--- src/rtl/rlsa_pkg.sv ---
package rlsa_pkg;
  // Per-beat control flags, kept next to data and empty count in storage.
  typedef struct packed {
    logic sop;
    logic eop;
    logic err;
    logic skip;
  } rlsa_flags_t;

  localparam int FLAG_W = $bits(rlsa_flags_t);
endpackage

--- src/rtl/rlsa_ready_pipe.sv ---
// Turns downstream ready into two qualifiers:
//   elig    : a beat may be presented this cycle
//   xfer_ok : a presented beat is taken this cycle
module rlsa_ready_pipe #(
  parameter int LAT = 1
) (
  input  logic clk,
  input  logic rst_n,
  input  logic rdy,
  output logic elig,
  output logic xfer_ok
);
  generate
    if (LAT == 0) begin : g_zero
      // No latency: present freely, transfer when ready is high.
      assign elig    = 1'b1;
      assign xfer_ok = rdy;
    end else begin : g_delay
      logic [LAT:0] chain;
      assign chain[0] = rdy;
      for (genvar g = 0; g < LAT; g++) begin : g_stage
        always_ff @(posedge clk) begin
          if (!rst_n) chain[g+1] <= 1'b0;
          else        chain[g+1] <= chain[g];
        end
      end
      // Ready seen LAT cycles ago grants the slot; the slot is a transfer.
      assign elig    = chain[LAT];
      assign xfer_ok = 1'b1;
    end
  endgenerate
endmodule

--- src/rtl/rlsa_beat_fifo.sv ---
// Small circular beat store with occupancy count.
module rlsa_beat_fifo #(
  parameter int W     = 71,
  parameter int DEPTH = 3,
  localparam int PW   = (DEPTH > 1) ? $clog2(DEPTH) : 1,
  localparam int CW   = $clog2(DEPTH + 1)
) (
  input  logic          clk,
  input  logic          rst_n,
  input  logic          push,
  input  logic [W-1:0]  wdata,
  input  logic          pop,
  output logic [W-1:0]  rdata,
  output logic [CW-1:0] count,
  output logic          full,
  output logic          empty
);
  localparam logic [PW-1:0] LAST = PW'(DEPTH - 1);

  logic [W-1:0]  mem [DEPTH];
  logic [PW-1:0] wr_ptr;
  logic [PW-1:0] rd_ptr;

  function automatic logic [PW-1:0] nxt(input logic [PW-1:0] p);
    return (p == LAST) ? '0 : p + PW'(1);
  endfunction

  always_ff @(posedge clk) begin
    if (push) mem[wr_ptr] <= wdata;
  end

  always_ff @(posedge clk) begin
    if (!rst_n) begin
      wr_ptr <= '0;
      rd_ptr <= '0;
      count  <= '0;
    end else begin
      if (push) wr_ptr <= nxt(wr_ptr);
      if (pop)  rd_ptr <= nxt(rd_ptr);
      case ({push, pop})
        2'b10:   count <= count + CW'(1);
        2'b01:   count <= count - CW'(1);
        default: count <= count;
      endcase
    end
  end

  assign rdata = mem[rd_ptr];
  assign full  = (count == CW'(DEPTH));
  assign empty = (count == '0);
endmodule

--- src/rtl/rlsa_pkt_gate.sv ---
// Decides when the head beat is offered downstream.
// A packet opens only once its last beat is stored or the store is full,
// and then a beat is offered in every eligible slot until its EOP leaves.
module rlsa_pkt_gate #(
  parameter int CW = 2
) (
  input  logic          clk,
  input  logic          rst_n,
  input  logic          elig,
  input  logic          xfer_ok,
  input  logic          fifo_empty,
  input  logic          fifo_full,
  input  logic          push,
  input  logic          push_eop,
  input  logic          head_sop,
  input  logic          head_eop,
  output logic          out_valid,
  output logic          pop,
  output logic          in_pkt,
  output logic [CW-1:0] eop_cnt
);
  logic launch_ok;

  assign launch_ok = in_pkt | (eop_cnt != '0) | fifo_full;
  assign out_valid = elig & ~fifo_empty & launch_ok;
  assign pop       = out_valid & xfer_ok;

  always_ff @(posedge clk) begin
    if (!rst_n) begin
      in_pkt  <= 1'b0;
      eop_cnt <= '0;
    end else begin
      if (pop) begin
        if (head_eop)      in_pkt <= 1'b0;
        else if (head_sop) in_pkt <= 1'b1;
      end
      case ({push & push_eop, pop & head_eop})
        2'b10:   eop_cnt <= eop_cnt + CW'(1);
        2'b01:   eop_cnt <= eop_cnt - CW'(1);
        default: eop_cnt <= eop_cnt;
      endcase
    end
  end
endmodule

--- src/rtl/rl_stream_adapter.sv ---
module rl_stream_adapter
  import rlsa_pkg::*;
#(
  parameter int READY_LATENCY = 1,
  parameter int DATA_W        = 64,
  parameter int EMPTY_W       = 3,
  localparam int DEPTH        = READY_LATENCY + 2,
  localparam int CW           = $clog2(DEPTH + 1),
  localparam int BW           = DATA_W + EMPTY_W + FLAG_W
) (
  input  logic               clk,
  input  logic               rst_n,
  input  logic               in_valid,
  output logic               in_ready,
  input  logic [DATA_W-1:0]  in_data,
  input  logic               in_sop,
  input  logic               in_eop,
  input  logic [EMPTY_W-1:0] in_empty,
  input  logic               in_err,
  input  logic               in_skip_crc,
  output logic               out_valid,
  input  logic               out_ready,
  output logic [DATA_W-1:0]  out_data,
  output logic               out_sop,
  output logic               out_eop,
  output logic [EMPTY_W-1:0] out_empty,
  output logic               out_err,
  output logic               out_skip_crc
);
  logic          elig;
  logic          xfer_ok;
  logic          push;
  logic          pop;
  logic          fifo_full;
  logic          fifo_empty;
  logic [CW-1:0] fifo_count;
  logic [CW-1:0] eop_cnt;
  logic          in_pkt;
  logic [BW-1:0] wbeat;
  logic [BW-1:0] rbeat;
  rlsa_flags_t   wflags;
  rlsa_flags_t   rflags;

  assign in_ready = ~fifo_full;
  assign push     = in_valid & in_ready;

  always_comb begin
    wflags.sop  = in_sop;
    wflags.eop  = in_eop;
    wflags.err  = in_err;
    wflags.skip = in_skip_crc;
  end
  assign wbeat = {in_data, in_empty, wflags};

  rlsa_ready_pipe #(.LAT(READY_LATENCY)) u_rdy (
    .clk     (clk),
    .rst_n   (rst_n),
    .rdy     (out_ready),
    .elig    (elig),
    .xfer_ok (xfer_ok)
  );

  rlsa_beat_fifo #(.W(BW), .DEPTH(DEPTH)) u_fifo (
    .clk   (clk),
    .rst_n (rst_n),
    .push  (push),
    .wdata (wbeat),
    .pop   (pop),
    .rdata (rbeat),
    .count (fifo_count),
    .full  (fifo_full),
    .empty (fifo_empty)
  );

  assign rflags = rlsa_flags_t'(rbeat[FLAG_W-1:0]);

  rlsa_pkt_gate #(.CW(CW)) u_gate (
    .clk        (clk),
    .rst_n      (rst_n),
    .elig       (elig),
    .xfer_ok    (xfer_ok),
    .fifo_empty (fifo_empty),
    .fifo_full  (fifo_full),
    .push       (push),
    .push_eop   (in_eop),
    .head_sop   (rflags.sop),
    .head_eop   (rflags.eop),
    .out_valid  (out_valid),
    .pop        (pop),
    .in_pkt     (in_pkt),
    .eop_cnt    (eop_cnt)
  );

  assign out_data     = rbeat[BW-1 -: DATA_W];
  assign out_empty    = rbeat[FLAG_W +: EMPTY_W];
  assign out_sop      = rflags.sop;
  assign out_eop      = rflags.eop;
  assign out_err      = rflags.err;
  assign out_skip_crc = rflags.skip;
endmodule

--- config.mk ---
export PLATFORM = sky130hd
export DESIGN_NAME = rl_stream_adapter
export DESIGN_NICKNAME = d
export VERILOG_FILES = /design/src/rtl/rlsa_pkg.sv /design/src/rtl/rlsa_ready_pipe.sv /design/src/rtl/rlsa_beat_fifo.sv /design/src/rtl/rlsa_pkt_gate.sv /design/src/rtl/rl_stream_adapter.sv
export SDC_FILE = /design/constraint.sdc
export NUM_CORES = 1
export LEC_CHECK = 0
export ABC_AREA = 1
export BUFFER_PORTS_ARGS = -buffer_cell sky130_fd_sc_hd__buf_2
export CAP_MARGIN = 10
export CELL_PAD_IN_SITES_DETAIL_PLACEMENT = 0
export CELL_PAD_IN_SITES_GLOBAL_PLACEMENT = 1
export CORE_MARGIN = 1.5
export CORE_UTILIZATION = 40
export DETAILED_ROUTE_END_ITERATION = 10
export PLACE_DENSITY = 0.7
export SYNTH_ARGS = -nofsm -noshare
export SYNTH_HDL_FRONTEND = slang
export SYNTH_SLANG_ARGS = --single-unit
--- constraint.sdc ---
create_clock -name clk -period 6.25 [get_ports clk]
set_input_delay 0.3125 -clock clk [delete_from_list [all_inputs] [get_ports clk]]
set_output_delay 0.3125 -clock clk [all_outputs]
set_load 0.02 [all_outputs]
==> flow_metrics.env <==
export IMPL_grt_overflow=0
export IMPL_drt_wirelength_per_cell_microns=17.0
export IMPL_drive_above_1_share_pct=27.3
export IMPL_cap_violations=0
export IMPL_die_width_microns=148
export IMPL_firstDrtPassIters=5
export IMPL_relSlewSlack_pct=30.8
export IMPL_ant_nets=0
export IMPL_multi_input_area_sq_mm=0.00156
export IMPL_min_period_over_period_pct=42.8
export IMPL_grt_antenna_before_repair=0
export IMPL_crit_required_ns=6.38
export IMPL_start_util_pct=40.5
export IMPL_power_per_cell_area_mw_per_mm2=332
export IMPL_p_int_mw=2.61
export IMPL_post_route_util_pct=48.5
export IMPL_power_frac_comb_pct=9.7
export IMPL_place_inst=1004
export IMPL_final_cells=1050
export IMPL_cts_buffers_inserted=24
export IMPL_finalSetupTns_ns=0
export IMPL_place_ws_ns=3.54
export IMPL_syn2layout_area_growth_pct=19.9
export IMPL_routed_via_density=4.92
export IMPL_min_path_type="in -> reg"
export IMPL_grt_pass1_vias=5179
export IMPL_cts_resized=0
export IMPL_synth_seq_cells=225
export IMPL_htreeDepth=1
export IMPL_path_class="reg -> reg"
export IMPL_fin_ws_ns=3.57
export IMPL_cts_root_buf="clkbuf_16"
export IMPL_setup_viol=0
export IMPL_synth_seq_area_share_pct=78.5
export IMPL_p_seq_share_pct=52.1
export IMPL_crit_path_start="u_fifo.count[0]$_SDFFE_PN0P_"
export IMPL_p_sw_uw=766
export IMPL_slew_violations=0
export IMPL_ys_warn_count=0
export IMPL_route_final_wire_length_microns=17900
export IMPL_tightest_slew_ns=1.04
export IMPL_cp_arrival_ns=2.81
export IMPL_endpoint_kind="flip-flop"
export IMPL_clkSinkCount=225
export IMPL_seqCellArea_sq_mm=0.00664
export IMPL_io_buffers=147
export IMPL_drc=0
export IMPL_leakage_nw=3.82
export IMPL_hold_path_startpoint="in_empty[2]"
export IMPL_synth_distinct_cells=20
export IMPL_netlist_area_sq_mm=0.00846
export IMPL_syn_nets=685
export IMPL_fp_dieH_microns=148
export IMPL_clock_latency_ns=0.50
export IMPL_first_iter_violations=329
export IMPL_fin_crit_ns=2.68
export IMPL_fin_area_sq_mm=0.0101
export IMPL_gr_usage_all_layers_pct=16.1
export IMPL_synthFlopType="edfxtp_1"
export IMPL_ir_drop_mv=0.207
export IMPL_grt_max_degree=73
export IMPL_power_mw=3.37
export IMPL_fillers=1844
export IMPL_clockPowerShare_pct=38.2
export IMPL_clockBufferDepth=3
export IMPL_synth_cells=608
export IMPL_finish_net_count=835
export IMPL_timing_rr_start="u_fifo.count[0]$_SDFFE_PN0P_"
export IMPL_timing_hold_ws_ns=0.0162
export IMPL_fp_coreArea_sq_mm=0.0209
export IMPL_fp_row_count=53
export IMPL_synth_avg_cell_area_sq_um=13.9
export IMPL_skew_ns=0.0127
export IMPL_fmax_ghz=0.374
export IMPL_ioPinCount=148
export IMPL_cts_tree="yes"
export IMPL_place_congestion=0.706
export IMPL_grt_setup_unrepaired="false"
export IMPL_place_area_sq_mm=0.00939
export IMPL_start_kind="flip-flop"
export IMPL_outcome="finished clean"
export IMPL_critPathMaxFanout=38
export IMPL_dieArea_sq_mm=0.0220
export IMPL_dp_hpwl_microns=10400
export IMPL_vias=5164
export IMPL_grt_pass1_wl_microns=27500
export IMPL_finalHoldViolations=0
export IMPL_synth_edf_count=213
export IMPL_switching_share_pct=22.7
export IMPL_cts_clk_slew_worst_paths_ns=0.06
export IMPL_ys_async_sr_fraction_pct=0
what timing repair did:
action                                 in CTS  in global routing
hold buffers                                2                  1
endpoints found under the hold margin       4                  3
setup buffers                               0                  0
synthesized netlist by cell type (2+ instances only):
library cell  count  area [sq um]
nor2_1           82           308
nand2_2          13          81.3
inv_4             2          12.5
nand2_1          80           300
dfxtp_1          12           240
edfxtp_1        213          6400
o21ai_0           5          25.0
inv_1            15          56.3
a21oi_2          10          87.6
ha_1              2          25.0
buf_6             6          67.6
buf_2            21           105
buf_4             2          15.0
a21oi_1         137           686
nand3_1           3          15.0
cells in the final DEF (no fill, tap or decap):
| cell type | count |
|---|---|
| nand2_2 | 13 |
| inv_4 | 2 |
| nand3_1 | 3 |
| nor2_1 | 79 |
| edfxtp_1 | 213 |
| inv_1 | 15 |
| a21oi_1 | 137 |
| or2_0 | 1 |
| or2_1 | 1 |
| clkbuf_1 | 9 |
| diode_2 | 2 |
| a21oi_2 | 10 |
| buf_2 | 147 |
| clkinv_2 | 2 |
| nand2_1 | 80 |
| dlygate4sd3_1 | 3 |
| o21ai_0 | 5 |
| dfxtp_2 | 2 |
| clkbuf_16 | 25 |
| ha_1 | 2 |
| clkinv_1 | 4 |
| bufinv_16 | 1 |
| buf_4 | 5 |
| dfxtp_1 | 10 |
| nor2_4 | 3 |
| inv_2 | 1 |
metal layers:
layer	vias to the layer above	track usage (%)	share of wire [%]
met1	2513	21.7	44
met3	22	3.37	6.5
met2	149	27.1	48
met5	-	0	0
li1	2480	-	-
met4	0	3.91	1.5
cells by family (layout without fill, tap and decap cells):
| family | count (synthesis) | in the layout | synth area share [%] |
|---|---|---|---|
| DFF | 225 | 225 | 78.5 |
| AOI/OAI and AO/OA | 152 | 152 | 9.44 |
| and+or+nand+nor | 180 | 180 | 8.48 |
| adders and majority gates | 2 | 2 | 0.296 |
| buffers and inverters | 49 | 214 | 3.30 |
| other | 0 | 2 | 0 |
layout make-up:
class                      count  area share [%]
multi-input combinational    334            15.4
antenna                        2          0.0494
inverter                      18           0.716
clock inverter                 7           0.543
timing repair buffer         155            7.92
tap                          275            3.39
sequential                   225            65.5
clock buffer                  34            6.50
state kept, by name, indices dropped and copies added, names as in the netlist, named ones only:
register        cells
u_fifo.mem        213
u_fifo.count        2
u_fifo.rd_ptr       2
u_fifo.wr_ptr       2
u_gate.eop_cnt      2
u_gate.in_pkt       1
u_rdy.elig          1
power by group through the flow:
stage | clock [mW] | sequential [mW] | combinational (mW)
6_report | 1.29 | 1.76 | 0.328
5_1_grt | 1.38 | 1.76 | 0.360
4_1_cts | 1.32 | 1.76 | 0.334
3_5_place_dp | 0 | 1.79 | 0.332
3_3_place_gp | 0 | 1.78 | 0.326
2_1_floorplan | 0 | 1.79 | 0.197
worst max-delay path: stages, from the launching register on:
cell	delay, ns
dfxtp_1	0.34
nand2_2	0.11
nand2_2	0.09
or2_1	0.30
nor2_4	0.80
buf_4	0.61
path summary, 6_finish.rpt:
path                                        end  slack, ns  depth (start not counted)
setup reg to reg    u_fifo.mem[0][20]$_DFFE_PP_       3.57                          5
hold reg to reg   u_fifo.wr_ptr[0]$_SDFFE_PN0P_       0.49                          2
setup / recovery    u_fifo.mem[0][20]$_DFFE_PP_       3.57                          5
hold / removal       u_fifo.mem[1][6]$_DFFE_PP_       0.02                          1
(Power assumes the default switching activity.)
